[src/rtl/sync7_pkg.sv]
package sync7_pkg;
  localparam int SYM_BITS  = 7;
  localparam int NUM_LANES = 3;

  typedef logic [SYM_BITS-1:0] sym_t;

  localparam sym_t CODE_FS = 7'b1110000;
  localparam sym_t CODE_PV = 7'b1100100;
  localparam sym_t CODE_NV = 7'b1100000;

  typedef enum logic [1:0] {
    FRM_IDLE,
    FRM_LEAD,
    FRM_LINE
  } frm_state_e;
endpackage

[src/rtl/sync7_bit_timer.sv]
module sync7_bit_timer #(
  parameter int SYM_BITS = 7
) (
  input  logic clk_i,
  input  logic rst_ni,
  output logic ld_o,
  output logic first_o
);
  localparam int CNT_W = $clog2(SYM_BITS);
  localparam logic [CNT_W-1:0] LAST = CNT_W'(SYM_BITS - 1);

  logic [CNT_W-1:0] cnt_q;

  // reset to the last bit so the first edge out of reset loads a symbol
  always_ff @(posedge clk_i or negedge rst_ni) begin
    if (!rst_ni)           cnt_q <= LAST;
    else if (cnt_q == LAST) cnt_q <= '0;
    else                   cnt_q <= cnt_q + CNT_W'(1);
  end

  assign ld_o    = (cnt_q == LAST);
  assign first_o = (cnt_q == '0);
endmodule

[src/rtl/sync7_framer.sv]
module sync7_framer
  import sync7_pkg::*;
#(
  parameter int PIX_W     = 14,
  parameter int LINE_SYMS = 12,
  parameter int ACT_SYMS  = 8,
  parameter int LINES     = 3,
  parameter int LEAD_SYMS = 4
) (
  input  logic             clk_i,
  input  logic             rst_ni,
  input  logic             ld_i,
  input  logic             sof_i,
  input  logic             lv_i,
  input  logic             en_i,
  input  logic [PIX_W-1:0] pix_i,
  output sym_t             sync_sym_o,
  output sym_t             lo_sym_o,
  output sym_t             hi_sym_o
);
  localparam int POS_W = (LINE_SYMS > 1) ? $clog2(LINE_SYMS) : 1;
  localparam int LN_W  = (LINES > 1) ? $clog2(LINES) : 1;
  localparam int LD_W  = (LEAD_SYMS > 1) ? $clog2(LEAD_SYMS) : 1;
  localparam int PAD_W = 2 * SYM_BITS;

  frm_state_e       st_q, st_d;
  logic [POS_W-1:0] pos_q, pos_d;
  logic [LN_W-1:0]  line_q, line_d;
  logic [LD_W-1:0]  lead_q, lead_d;
  logic             take;
  sym_t             code;
  logic [PAD_W-1:0] pix_pad;

  always_comb begin
    pix_pad = '0;
    pix_pad[PIX_W-1:0] = pix_i;
  end

  always_comb begin
    st_d   = st_q;
    pos_d  = pos_q;
    line_d = line_q;
    lead_d = lead_q;
    take   = 1'b0;
    code   = CODE_NV;
    if (sof_i) begin
      code   = CODE_FS;
      pos_d  = '0;
      line_d = '0;
      if (LEAD_SYMS > 1) begin
        st_d   = FRM_LEAD;
        lead_d = LD_W'(LEAD_SYMS - 1);
      end else begin
        st_d = FRM_LINE;
      end
    end else begin
      case (st_q)
        FRM_LEAD: begin
          lead_d = lead_q - LD_W'(1);
          if (lead_q == LD_W'(1)) st_d = FRM_LINE;
        end
        FRM_LINE: begin
          take = lv_i && ({1'b0, pos_q} < (POS_W + 1)'(ACT_SYMS));
          if (take) code = CODE_PV;
          if (pos_q == POS_W'(LINE_SYMS - 1)) begin
            pos_d = '0;
            if (line_q == LN_W'(LINES - 1)) begin
              st_d   = FRM_IDLE;
              line_d = '0;
            end else begin
              line_d = line_q + LN_W'(1);
            end
          end else begin
            pos_d = pos_q + POS_W'(1);
          end
        end
        default: ;
      endcase
    end
  end

  always_ff @(posedge clk_i or negedge rst_ni) begin
    if (!rst_ni) begin
      st_q   <= FRM_IDLE;
      pos_q  <= '0;
      line_q <= '0;
      lead_q <= '0;
    end else if (ld_i) begin
      st_q   <= st_d;
      pos_q  <= pos_d;
      line_q <= line_d;
      lead_q <= lead_d;
    end
  end

  assign sync_sym_o = en_i ? code : '0;
  assign lo_sym_o   = (en_i && take) ? pix_pad[SYM_BITS-1:0] : '0;
  assign hi_sym_o   = (en_i && take) ? pix_pad[PAD_W-1:SYM_BITS] : '0;
endmodule

[src/rtl/sync7_lane_ser.sv]
module sync7_lane_ser #(
  parameter int W = 7
) (
  input  logic         clk_i,
  input  logic         rst_ni,
  input  logic         ld_i,
  input  logic [W-1:0] sym_i,
  output logic         bit_o
);
  logic [W-1:0] sh_q;

  always_ff @(posedge clk_i or negedge rst_ni) begin
    if (!rst_ni)   sh_q <= '0;
    else if (ld_i) sh_q <= sym_i;
    else           sh_q <= {sh_q[W-2:0], 1'b0};
  end

  assign bit_o = sh_q[W-1];
endmodule

[src/rtl/sync7_video_tx.sv]
module sync7_video_tx
  import sync7_pkg::*;
#(
  parameter int PIX_W     = 14,
  parameter int LINE_SYMS = 12,
  parameter int ACT_SYMS  = 8,
  parameter int LINES     = 3,
  parameter int LEAD_SYMS = 4
) (
  input  logic             clk_i,
  input  logic             rst_ni,
  input  logic             sof_i,
  input  logic             lv_i,
  input  logic             en_i,
  input  logic [PIX_W-1:0] pix_i,
  output logic             sync_o,
  output logic             lane_lo_o,
  output logic             lane_hi_o,
  output logic             wstrb_o
);
  logic                 sym_ld;
  logic                 sym_first;
  sym_t [NUM_LANES-1:0] lane_sym;
  logic [NUM_LANES-1:0] lane_bit;

  sync7_bit_timer #(.SYM_BITS(SYM_BITS)) u_timer (
    .clk_i   (clk_i),
    .rst_ni  (rst_ni),
    .ld_o    (sym_ld),
    .first_o (sym_first)
  );

  sync7_framer #(
    .PIX_W     (PIX_W),
    .LINE_SYMS (LINE_SYMS),
    .ACT_SYMS  (ACT_SYMS),
    .LINES     (LINES),
    .LEAD_SYMS (LEAD_SYMS)
  ) u_framer (
    .clk_i      (clk_i),
    .rst_ni     (rst_ni),
    .ld_i       (sym_ld),
    .sof_i      (sof_i),
    .lv_i       (lv_i),
    .en_i       (en_i),
    .pix_i      (pix_i),
    .sync_sym_o (lane_sym[0]),
    .lo_sym_o   (lane_sym[1]),
    .hi_sym_o   (lane_sym[2])
  );

  for (genvar g = 0; g < NUM_LANES; g++) begin : g_lane
    sync7_lane_ser #(.W(SYM_BITS)) u_ser (
      .clk_i  (clk_i),
      .rst_ni (rst_ni),
      .ld_i   (sym_ld),
      .sym_i  (lane_sym[g]),
      .bit_o  (lane_bit[g])
    );
  end

  assign sync_o    = lane_bit[0];
  assign lane_lo_o = lane_bit[1];
  assign lane_hi_o = lane_bit[2];
  assign wstrb_o   = sym_first;
endmodule

[config.mk]
export PLATFORM = sky130hd
export DESIGN_NAME = sync7_video_tx
export DESIGN_NICKNAME = d
export VERILOG_FILES = /design/src/rtl/sync7_pkg.sv /design/src/rtl/sync7_bit_timer.sv /design/src/rtl/sync7_framer.sv /design/src/rtl/sync7_lane_ser.sv /design/src/rtl/sync7_video_tx.sv
export SDC_FILE = /design/constraint.sdc
export NUM_CORES = 1
export LEC_CHECK = 0
export BUFFER_PORTS_ARGS = -buffer_cell sky130_fd_sc_hd__buf_2
export CAP_MARGIN = 10
export CORE_UTILIZATION = 51
export CTS_BUF_LIST = sky130_fd_sc_hd__clkbuf_4 sky130_fd_sc_hd__clkbuf_8 sky130_fd_sc_hd__clkbuf_16
export CTS_CLUSTER_SIZE = 8
export DETAILED_ROUTE_END_ITERATION = 10
export PLACE_DENSITY_LB_ADDON = 0.3
export SLEW_MARGIN = 40
export SYNTH_ARGS = -nofsm -noshare
export SYNTH_HDL_FRONTEND = slang
export SYNTH_HIERARCHICAL = 1
export SYNTH_SLANG_ARGS = --single-unit
[constraint.sdc]
create_clock -name clk_i -period 1.5 [get_ports clk_i]
set_input_delay 0.075 -clock clk_i [delete_from_list [all_inputs] [get_ports clk_i]]
set_output_delay 0.075 -clock clk_i [all_outputs]
set_load 0.005 [all_outputs]
# --- Word-level counts from Yosys, hierarchy flattened ---
# Index checks and enable logic that the tools add are counted.
word_totals:
  regBits: 34
  word_cells: 59
  inputBits: 19
classes:
  muxes: 26
  reduce_logical: 11
  magnitude_cmp: 1
  eq_ne: 9
  n_addsub: 4
ops:
  columns: ["cell", "n"]
  rows:
  - ["$mux 7", 8]
  - ["$mux 2", 10]
  - ["$mux 4", 3]
  - ["$ne 3x2->1 const B", 3]
  - ["$mux 3", 2]
  - ["$reduce_bool 2->1", 3]
  - ["$reduce_and 5->1", 1]
  - ["$add 4x1->4 const B", 1]
  - ["$eq 2x1->1 const B", 2]
  - ["$eq 2x2->1 const B", 2]
  - ["$eq 4x4->1 const B", 1]
  - ["$lt 4x4->1 const B", 1]
  - ["$pmux 2 s2", 1]
  - ["$reduce_and 2->1", 2]
  - ["$add 3x1->3 const B", 1]
  - ["$eq 3x3->1 const B", 1]
  - ["$logic_not 3->1", 1]
  - ["$reduce_and 3->1", 1]
  - ["$reduce_bool 3->1", 1]
  - ["$add 2x1->2 const B", 1]
  - ["$logic_and 1x1->1", 2]
  - ["$mux 1", 2]
  - ["$sub 2x1->2 const B", 1]

# --- Longest topological paths before layout ---
# Gate-level depths: netlist of the first run.
logic_depth:
  word_depth: 7
  depth_mapped: 6
  depth_no_buf: 6

# --- By module ---
# The synthesis of the first run kept the hierarchy.
modules_own_cells:
  columns: ["mod", "area_per_inst_um2", "n_inst", "seq_area_each_um2", "cells_per_inst"]
  rows:
  - ["sync7_lane_ser", 284.0, 3, 175.2, 15]
  - ["sync7_framer", 730.7, 1, 250.2, 87]
  - ["sync7_bit_timer", 125.1, 1, 77.6, 11]

# --- Least setup slack after synthesis of the first run ---
# Ideal clock, no wire load.
synth_timing:
  path_kind: "flip-flop to flip-flop"
  from: "reg u_timer.cnt_q[1]"
  to: "reg u_framer.pos_q[3]"
  path_buffers: 1
  path_slack_ns: -0.041
  required_time_ns: 1.365
  t_arrival_ns: 1.406
  stages_incl_launch_ff: 6
  cell_sequence: "dfstp_2 > and3_1 > o21ai_1 > buf_2 > o21ai_1 > o41ai_1"
synth_via:
  elab_chain_cells: 2
synth_rtl:
  columns: ["element", "line", "text"]
  rows:
  - ["from (decl)", "sync7_bit_timer.sv:12", "logic [CNT_W-1:0] cnt_q;"]
  - ["from (signal assigned)", "sync7_bit_timer.sv:18", "else cnt_q <= cnt_q + CNT_W'(1);"]
  - ["$eq 3x3->1", "sync7_bit_timer.sv:21", "assign ld_o = (cnt_q == LAST);"]
  - ["named net sym_ld", "sync7_video_tx.sv:21", "logic sym_ld;"]
  - ["$reduce_and 2->1 (no source line)", null, null]
  - ["to (signal assigned)", "sync7_framer.sv:90", "pos_q <= pos_d;"]
  - ["to (decl)", "sync7_framer.sv:27", "logic [POS_W-1:0] pos_q, pos_d;"]
# The timed path passes the listed nets, and every way through them passes these cells.
# A chain may end at the register's enable or synchronous reset.

# --- Final worst setup path of the first run ---
layout_timing:
  from: "reg u_timer.cnt_q[2]"
  to: "reg g_lane[2].u_ser.sh_q[3]"
layout_via:
  elab_chain_cells: 2
layout_rtl:
  columns: ["element", "line", "text"]
  rows:
  - ["$eq 3x3->1", "sync7_bit_timer.sv:21", null]
  - ["named net sym_ld", "sync7_video_tx.sv:21", null]
  - ["$mux 7", "sync7_lane_ser.sv:14", "else if (ld_i) sh_q <= sym_i;"]
  - ["to (signal assigned)", "sync7_lane_ser.sv:14", null]
  - ["to (signal assigned)", "sync7_lane_ser.sv:15", "else sh_q <= {sh_q[W-2:0], 1'b0};"]
  - ["to (decl)", "sync7_lane_ser.sv:10", "logic [W-1:0] sh_q;"]
# The timed path passes the listed nets, and every way through them passes these cells.

==> flow_summary.yaml, run 1 <==
status:
  status: "finished, final reports clean"
logic_synthesis:
  ys.flop_type: "dfrtp_1"
  ys_types: 36
  yosysSeqAreaShare: 0.4996
  ys_ff_latch: 34
  synth-async-reset-ratio: 1.000
  synth.largest_area_cell: "dfrtp_1"
  syn_avg_cell_area_um2: 11.94
  netlist_instances: 143
  netlist_area_mm2: 0.001708
  synth_edf_count: 0
  synth.top_cell.area_share: 0.4689
  synth_area_leaders: "dfrtp_1 47%, mux2_4 16%, and2_1 5.5%"
  yosysWarnings: 6
grt:
  grtUsageMet2: 0.2762
  grt_first_pass_wirelength_mm: 4.692
  first_global_vias: 1027
  track_usage: 0.1828
  gr-usage-met3: 0.05844
  grt_overflow: 0
  use_met1: 0.2399
  antenna_found_initial: 0
  busiest_layer: "met2"
  grt_max_degree: 35
clocking:
  cts.sinks: 34
  clockBufferDepth: 2
  cts_tree: "yes"
  clock-root-buffer: "clkbuf_4"
  clock_latency_ns: 0.34
  h-tree-depth: 2
  cts-buffers-inserted: 5
  clk_pin_slew_ns: 0.10
placement:
  dp_hpwl_mm: 1.963
  routabilityCongestion: 0.7203
  io_buffers: 22
power:
  p_leak_nw: 0.9465
  p_sw_uw: 445.0
  pwr-share-seq: 0.585
  p_per_area_mw_per_mm2: 876.7
  clkPwrFrac: 0.285
  internal_power_mw: 1.279
  comb_power_share: 0.130
  p_total_mw: 1.724
  switching_share: 0.2581
  ir_drop_mv: 0.6050
min_path:
  hp-class: "input port to flop"
layout:
  syn_to_final_growth_pct: 15.17
  filler_cell_count: 269
  final_common_cell: "dfrtp_1"
  n_antenna_cell: 0
  final_net_count: 193
  multiInputGateArea_um2: 772.0
  area.sequential_um2: 853.3
  final_cell_mix: "32 x dfrtp_1, 22 x buf_2, 18 x mux2_4, 15 x and2_1, 11 x nand2_1"
  drive_gt1_frac: 0.3988
sta:
  slew_viol_final: 0
  rsz0062_at_grt: "no"
  skew_ns: 0.01179
  setup_violations: 0
  final.setup.tns_ns: 0
  post-route-period-util: 0.9504
  hold_viol: 0
  fin_crit_ns: 1.426
  clock.fmax_mhz: 701.5
setup_path:
  path_cells: "and3_4, buf_4, mux2_4"
  slowest_stage: "dfstp_2"
  cp_max_fo: 13
  crit_path_start_kind: "flop"
  cp_slowest_stage_delay_ns: 0.54
  endpoint_kind: "flop"
  crit_arrival_ns: 1.65
  required_ns: 1.73
  path_class: "flop to flop"
drt:
  vias_per_cell: 5.037
  wl_per_cell_um: 12.68
  via_count: 1093
  detail-route-antenna-nets: 0
  drc: 0
  drt-initial-drc-count: 60
  first_pass_iters: 4
  wl_mm: 2.751
die:
  fp.dieArea_mm2: 0.003584
  io_pins: 23
  die_y_um: 59.87
  start_util: 0.5504
  core-area_mm2: 0.003103
  die_width_um: 59.87
  row_count: 20
flow_run:
  maxCapViolCount: 0
## stage by stage
step	std cells	utilization	hold slack, ns	setup WS (ns)	instance area [um2]
floorplan	145	-	-0.2206	0.06492	1717
global placement	207	0.6040	0.1284	0.08140	1874
detailed placement	207	0.6040	0.1288	0.01525	1874
CTS	216	0.6262	0.03568	0.009453	1943
global route	217	0.6339	0.01327	0.002630	1967
finish	217	0.6339	0.04298	0.07439	1967
## registers in the layout, indices dropped and copies added, names as in the netlist
| register | flops |
|---|---|
| g_lane.u_ser/sh_q | 21 |
| u_framer/pos_q | 4 |
| u_framer/st_q | 2 |
| u_framer/line_q | 2 |
| u_framer/lead_q | 2 |
| u_timer/cnt_q | 3 |
## worst paths after layout
path / startpoint / slack, ns / cells after the start / end
min reg2reg: u_timer/cnt_q[0]$_DFF_PN0_ / 0.46 / 1 / u_timer/cnt_q[0]$_DFF_PN0_
min: en_i / 0.04 / 2 / g_lane[0].u_ser/sh_q[6]$_DFF_PN0_
max reg2reg: u_timer/cnt_q[2]$_DFF_PN1_ / 0.07 / 3 / g_lane[2].u_ser/sh_q[3]$_DFF_PN0_
max: u_timer/cnt_q[2]$_DFF_PN1_ / 0.07 / 3 / g_lane[2].u_ser/sh_q[3]$_DFF_PN0_
min in group asynchronous: rst_ni / 0.28 / 3 / g_lane[1].u_ser/sh_q[5]$_DFF_PN0_
max in group asynchronous: rst_ni / 0.87 / 3 / u_timer/cnt_q[1]$_DFF_PN1_
## logic make-up (layout without fill, tap and decap cells)
group                      after synthesis  count (layout)  synth area share
AOI/OAI and AO/OA                       18              18           0.06667
and+or+nand+nor                         53              53            0.1876
DFF                                     34              34            0.4996
other                                    1               3          0.002196
adders and majority gates                2               2           0.01465
buffers and inverters                   16              44           0.06520
muxes                                   19              19            0.1641
## power by group through the flow
stage          Combinational, mW  Clock [mW]  Sequential, mW
6_report                   0.224       0.491            1.01
5_1_grt                    0.256       0.570            1.02
4_1_cts                    0.207       0.520            1.01
3_5_place_dp               0.204           0            1.03
3_3_place_gp               0.188           0            1.02
2_1_floorplan              0.130           0            1.02
## area by class of cell
type | instances | area share
inverters | 3 | 0.005725
clock buffers | 6 | 0.02290
multi-input cells | 95 | 0.3925
repair buffers | 33 | 0.1120
well taps | 44 | 0.02799
flip-flops and latches | 34 | 0.4338
clock inverters | 2 | 0.005089
## layer usage
metal	vias to the layer above	share of wire
met5	-	0
met4	0	0.017
met3	5	0.049
met2	24	0.48
met1	523	0.45
li1	541	-
## Yosys cell counts (all sizes together) (2+ instances only)
master,n
dfrtp,32
and2,18
mux2,18
buf,11
nand2,11
o21ai,9
nand2b,5
nor2b,4
inv,3
nor2,3
clkbuf,2
dfstp,2
ha,2
nand3,2
nand3b,2
nor3,2
nor3b,2
o211ai,2
o221ai,2
## timing repair
action	CTS	global route
endpoints found under the setup margin	1	17
pin swaps	0	1
endpoints found under the hold margin	32	0
setup buffers	0	1
gates resized for setup	1	5
hold buffers	1	0
## worst max-delay path, delay by kind of cell, from the launching register on
family | cells | cell delay, ns
and+or+nand+nor | 1 | 0.21
buffers and inverters | 1 | 0.24
DFF | 1 | 0.54
muxes | 1 | 0.32
No activity file was read; power rests on OpenSTA's default activity.
==> run 2, diff against run 1 <==
--- a/config.mk
+++ b/config.mk
@@ -11,6 +11,7 @@
 export CTS_BUF_LIST = sky130_fd_sc_hd__clkbuf_4 sky130_fd_sc_hd__clkbuf_8 sky130_fd_sc_hd__clkbuf_16
 export CTS_CLUSTER_SIZE = 8
 export DETAILED_ROUTE_END_ITERATION = 10
+export MAX_ROUTING_LAYER = met4
 export PLACE_DENSITY_LB_ADDON = 0.3
 export SLEW_MARGIN = 40
 export SYNTH_ARGS = -nofsm -noshare
==> run 2 against run 1 <==
First-iteration DRC count rose by 5.0%. Highest routed layer unchanged. Clock skew fell by 0.0012 ns. Combinational power barely moved. Global-route usage rose by 0.54 points. Utilization did not move. Sequential share of layout area did not move. Worst setup slack barely moved. Power rose by 0.17%. Clock power barely moved. Fmax barely moved. Largest cell class unchanged.
==> flow_summary.yaml, run 2 (synthesized netlist as in run 1, its figures left out) <==
setup_path:
  reg2reg_from: "u_timer/cnt_q[2]$_DFF_PN1_"
  endpoint_kind: "flop"
  r2r_end: "g_lane[2].u_ser/sh_q[3]$_DFF_PN0_"
  worst-r2r-setup-slack_ns: 0.07
  crit_arrival_ns: 1.65
  worst-r2r-cell-count: 3
  cp_max_fo: 13
  crit_path_start_kind: "flop"
  path_class: "flop to flop"
  required_ns: 1.73
clocking:
  clockBufferDepth: 2
  h-tree-depth: 2
  cts-buffers-inserted: 5
  cts.sinks: 34
  cts_tree: "yes"
  clock_latency_ns: 0.34
  clk_pin_slew_ns: 0.10
  clock-root-buffer: "clkbuf_4"
layout:
  regMostFlops: "g_lane.u_ser/sh_q"
  instances_no_fill: 217
  drive_gt1_frac: 0.3988
  final_cell_mix: "32 x dfrtp_1, 22 x buf_2, 18 x mux2_4, 15 x and2_1, 11 x nand2_1"
  final_net_count: 193
  final_common_cell: "dfrtp_1"
  largest_reg_flops: 21
  finalInstanceArea_mm2: 0.001967
  largestRegisters: "g_lane.u_ser/sh_q x21, u_framer/pos_q x4, u_timer/cnt_q x3"
  n_antenna_cell: 0
  syn_to_final_growth_pct: 15.17
power:
  p_per_area_mw_per_mm2: 878.2
  switching_share: 0.2594
  ir_drop_mv: 0.6068
  p_sw_uw: 448.1
  pwr-share-seq: 0.585
  p_leak_nw: 0.9465
  internal_power_mw: 1.279
  comb_power_share: 0.130
  clkPwrFrac: 0.286
die:
  die_y_um: 59.87
  fp.dieArea_mm2: 0.003584
  start_util: 0.5504
  io_pins: 23
  row_count: 20
  die_width_um: 59.87
  core-area_mm2: 0.003103
drt:
  drt-initial-drc-count: 63
  drc: 0
  wl_mm: 2.767
  wl_per_cell_um: 12.75
  detail-route-antenna-nets: 0
  via_count: 1096
  vias_per_cell: 5.051
  first_pass_iters: 4
sta:
  fin_crit_ns: 1.426
  fin_ws_ns: 0.07410
  holdWs_ns: 0.04232
  hold_viol: 0
  clock.fmax_mhz: 701.3
  post-route-period-util: 0.9506
  final.setup.tns_ns: 0
  setup_violations: 0
  skew_ns: 0.01056
  slew_viol_final: 0
  rsz0062_at_grt: "no"
status:
  status: "finished, final reports clean"
placement:
  place_ws_ns: 0.01525
  dp.cells: 207
  io_buffers: 22
  post_dp_cell_area_mm2: 0.001874
  dp_hpwl_mm: 1.963
  routabilityCongestion: 0.7287
grt:
  first_global_vias: 1026
  grt_overflow: 0
  track_usage: 0.1883
  grt_max_degree: 35
  antenna_found_initial: 0
  grt_first_pass_wirelength_mm: 4.678
min_path:
  hold_depth: 2
  min_to: "g_lane[0].u_ser/sh_q[6]$_DFF_PN0_"
  worstHoldStart: "en_i"
  hp-class: "input port to flop"
flow_run:
  maxCapViolCount: 0
[run 2: worst max-delay path by stage]
| stage | startpoint | endpoint | slack (ns) | depth (start not counted) |
|---|---|---|---|---|
| final | u_timer/cnt_q[2]$_DFF_PN1_ | g_lane[2].u_ser/sh_q[3]$_DFF_PN0_ | 0.07 | 3 |
| after global routing | u_framer/st_q[1]$_DFFE_PN0P_ | g_lane[1].u_ser/sh_q[0]$_DFF_PN0_ | 0.002 | 6 |
| after CTS | u_timer/cnt_q[2]$_DFF_PN1_ | u_framer/lead_q[0]$_DFFE_PN0P_ | 0.009 | 6 |
| after detailed placement | u_framer/st_q[1]$_DFFE_PN0P_ | u_framer/pos_q[2]$_DFFE_PN0P_ | 0.02 | 5 |
| after global placement | u_timer/cnt_q[2]$_DFF_PN1_ | u_framer/pos_q[2]$_DFFE_PN0P_ | 0.08 | 5 |
| after floorplan | u_timer/cnt_q[1]$_DFF_PN1_ | u_framer/pos_q[3]$_DFFE_PN0P_ | 0.06 | 5 |
[run 2: what timing repair did]
item	4_1_cts	5_1_grt
hold buffers	1	0
setup endpoints to repair	1	17
endpoints found under the hold margin	32	0
setup buffers	0	1
gates resized for setup	1	5
pin swaps	0	1
[run 2: area by class of cell]
cell class | count | area (um2)
Fill cell | 269 | 1136
Sequential cell | 34 | 853.3
Multi-Input combinational cell | 95 | 772.0
Timing Repair Buffer | 33 | 220.2
Tap cell | 44 | 55.05
Clock buffer | 6 | 45.04
Inverter | 3 | 11.26
Clock inverter | 2 | 10.01
[run 2: stage by stage]
| stage | power (mW) | util |
|---|---|---|
| 2_1_floorplan | 1.147 | - |
| 3_3_place_gp | 1.209 | 0.6040 |
| 3_5_place_dp | 1.231 | 0.6040 |
| 4_1_cts | 1.735 | 0.6262 |
| 5_1_grt | 1.843 | 0.6339 |
| 6_report | 1.727 | 0.6339 |
[run 2: power by group through the flow]
stage	combinational, mW	sequential [mW]	clock [mW]
floorplan	0.130	1.02	0
global placement	0.188	1.02	0
detailed placement	0.204	1.03	0
CTS	0.207	1.01	0.520
global route	0.256	1.02	0.568
finish	0.224	1.01	0.493
[run 2: critical path, cell delays in order, from the launching register on]
cell	delay, ns
dfstp_2	0.54
and3_4	0.21
buf_4	0.24
mux2_4	0.32
[run 2: routing by layer]
layer  share of wire  global-route usage  vias to the layer above
li1                -                   -                      542
met1            0.46              0.2413                      522
met2            0.48              0.2746                       27
met3           0.050             0.04545                        5
met4           0.017             0.09967                        0
met5               0                   -                        -
==> run 3, diff against run 2 <==
--- a/config.mk
+++ b/config.mk
@@ -5,6 +5,7 @@
 export SDC_FILE = /design/constraint.sdc
 export NUM_CORES = 1
 export LEC_CHECK = 0
+export ABC_AREA = 1
 export BUFFER_PORTS_ARGS = -buffer_cell sky130_fd_sc_hd__buf_2
 export CAP_MARGIN = 10
 export CORE_UTILIZATION = 51
==> run 3 against run 2 <==
Via count grew 18%. Sequential share of layout area grew 1.2 points. Worst setup slack gained 0.041 ns. Clock skew shrank 0.0045 ns. Routed wire length shrank 4.3%. Power grew 0.48%. Highest routed layer unchanged. Register-to-register slack gained 0.04 ns. Flip-flop and latch count is the same. Largest cell class unchanged. Cell count grew 33%. Die area shrank 0.43%. First-iteration DRC count shrank 3.2%.
==> flow_summary.yaml, run 3 <==
status:
  status: "finished, final reports clean"
grt:
  grt_first_pass_wirelength_mm: 4.560
  antenna_found_initial: 0
  grt_max_degree: 35
  grt_overflow: 0
  first_global_vias: 1091
  track_usage: 0.1807
logic_synthesis:
  netlist_area_mm2: 0.001700
  ys.flop_type: "dfrtp_1"
  yosysMostFrequentCell: "nand2_1"
  synth.largest_area_cell: "dfrtp_1"
  syn_avg_cell_area_um2: 7.872
  synth.top_cell.area_share: 0.4709
  synth-async-reset-ratio: 1.000
  synth_edf_count: 0
  netlist_instances: 216
  synth.top_cells.by_count: "83 x nand2_1, 32 x dfrtp_1, 27 x inv_1"
  ys_ff_latch: 34
  synth_area_leaders: "dfrtp_1 47%, nand2_1 18%, inv_1 6.0%"
  ys_types: 24
  yosysWarnings: 6
  yosysSeqAreaShare: 0.5018
layout:
  fin_util: 0.6173
  drive_gt1_frac: 0.2459
  final_cell_mix: "83 x nand2_1, 32 x dfrtp_1, 27 x inv_1, 22 x buf_2, 13 x nor2_1"
  largestRegisters: "g_lane.u_ser/sh_q x21, u_framer/pos_q x4, u_timer/cnt_q x3"
  final_net_count: 265
  filler_cell_count: 298
  final_common_cell: "nand2_1"
  finalInstanceArea_mm2: 0.001916
  syn_to_final_growth_pct: 12.66
  n_antenna_cell: 0
  regMostFlops: "g_lane.u_ser/sh_q"
  largest_reg_flops: 21
sta:
  setup_violations: 0
  skew_ns: 0.006026
  hold_viol: 0
  slew_viol_final: 0
  fin_crit_ns: 1.385
  fin_ws_ns: 0.1148
  post-route-period-util: 0.9235
  rsz0062_at_grt: "no"
  clock.fmax_mhz: 721.9
  final.setup.tns_ns: 0
drt:
  via_count: 1293
  dr.max_layer_used: "met4"
  first_pass_iters: 4
  drc: 0
  wl_met1_mm: 1.331
  met3_length_um: 89
  wl_met2_mm: 1.180
  drt-initial-drc-count: 61
  wl_mm: 2.649
  vias_per_cell: 4.490
  detail-route-antenna-nets: 0
  wl_per_cell_um: 9.198
power:
  p_per_area_mw_per_mm2: 906.1
  pwr-share-seq: 0.599
  clkPwrFrac: 0.263
  comb_power_share: 0.138
  ir_drop_mv: 0.6281
  p_leak_nw: 1.114
  p_total_mw: 1.736
  internal_power_mw: 1.251
  switching_share: 0.2795
  p_sw_uw: 485.2
setup_path:
  crit_path_frequent_cell: "nand2_2"
  cp_max_fo: 5
  worst-path-buf-inv: 1
  slowest_stage: "dfstp_2"
  path_class: "flop to flop"
  crit_arrival_ns: 1.60
  endpoint_kind: "flop"
  crit_path_start_kind: "flop"
  path_cells: "nand2_2, nor2_4, inv_1, a21oi_1, nand2_2, nand2_1, nand3_1"
  crit_family: "flip-flops"
  required_ns: 1.72
  worst-r2r-setup-slack_ns: 0.11
  cp_slowest_stage_delay_ns: 0.56
clocking:
  cts_tree: "yes"
  cts-buffers-inserted: 5
  clock-root-buffer: "clkbuf_4"
  cts_setup_buffers: 0
  clockBufferDepth: 2
  clock_latency_ns: 0.33
  cts.sinks: 34
  h-tree-depth: 2
  clk_pin_slew_ns: 0.09
die:
  core-area_mm2: 0.003103
  row_count: 20
  die_y_um: 59.74
  fp.dieArea_mm2: 0.003569
  io_pins: 23
  start_util: 0.5480
  die_width_um: 59.74
placement:
  place_ws_ns: -0.01410
  dp_hpwl_mm: 1.889
  post_dp_cell_area_mm2: 0.001839
  io_buffers: 22
  routabilityCongestion: 0.8557
min_path:
  hp-class: "input port to flop"
flow_run:
  maxCapViolCount: 0
==> run 3: metrics by stage <==
step           hold slack, ns  cells
6_report              0.02284    288
5_1_grt               0.01426    288
4_1_cts              0.008135    288
3_5_place_dp           0.1234    279
3_3_place_gp           0.1255    279
2_1_floorplan         -0.2206    218
==> run 3: layer usage <==
metal | GRT usage | vias to the layer above
met3 | 0.05844 | 7
li1 | - | 684
met5 | - | -
met4 | 0.08638 | 0
met2 | 0.2619 | 17
met1 | 0.2280 | 585
==> run 3: worst register-to-register path, cell delays in order (launching register included) <==
cell and delay, ns:
dfstp_2 0.56, nand2_2 0.08, nor2_4 0.18, inv_1 0.06, a21oi_1 0.19, nand2_2 0.09, nand2_1 0.06, nand3_1 0.06
==> run 3: what timing repair did <==
| item | in CTS | in global routing |
|---|---|---|
| hold buffers | 2 | 0 |
| endpoints found under the setup margin | 17 | 23 |
| endpoints found under the hold margin | 34 | 0 |
| resized for setup | 1 | 1 |
==> run 3: worst paths after layout <==
| path | startpoint | end | depth (start not counted) |
|---|---|---|---|
| setup / recovery | u_timer/cnt_q[2]$_DFF_PN1_ | u_framer/st_q[1]$_DFFE_PN0P_ | 7 |
| hold / removal | pix_i[0] | g_lane[1].u_ser/sh_q[0]$_DFF_PN0_ | 5 |
| setup reg to reg | u_timer/cnt_q[2]$_DFF_PN1_ | u_framer/st_q[1]$_DFFE_PN0P_ | 7 |
| hold reg to reg | g_lane[0].u_ser/sh_q[4]$_DFF_PN0_ | g_lane[0].u_ser/sh_q[5]$_DFF_PN0_ | 2 |
| max in group asynchronous | rst_ni | u_timer/cnt_q[2]$_DFF_PN1_ | 3 |
| min in group asynchronous | rst_ni | u_framer/pos_q[1]$_DFFE_PN0P_ | 3 |
==> run 3: cells by family (layout without fill, tap and decap cells) <==
| family | Yosys count | in the layout | share of synthesized area |
|---|---|---|---|
| buffers and inverters | 44 | 70 | 0.1199 |
| adders and majority gates | 2 | 2 | 0.01471 |
| DFF | 34 | 34 | 0.5018 |
| AOI/OAI and AO/OA | 10 | 10 | 0.02943 |
| xor gates and xnor gates | 2 | 2 | 0.01030 |
| and+or+nand+nor | 123 | 123 | 0.3216 |
| other | 1 | 3 | 0.002205 |
==> run 3: power by group through the flow <==
| stage | clock network [mW] | logic [mW] | registers, mW |
|---|---|---|---|
| after floorplan | 0 | 0.178 | 1.05 |
| after global placement | 0 | 0.233 | 1.05 |
| after detailed placement | 0 | 0.238 | 1.06 |
| after CTS | 0.474 | 0.243 | 1.04 |
| after global routing | 0.515 | 0.282 | 1.05 |
| final | 0.457 | 0.239 | 1.04 |
==> run 3: final cells by class <==
type | count | area, um2 | area share
well taps | 44 | 55.05 | 0.02874
clock inverters | 2 | 10.01 | 0.005225
repair buffers | 29 | 171.4 | 0.08948
flip-flops and latches | 34 | 853.3 | 0.4455
clock buffers | 5 | 37.54 | 0.01960
multi-input cells | 140 | 655.6 | 0.3423
inverters | 34 | 132.6 | 0.06924
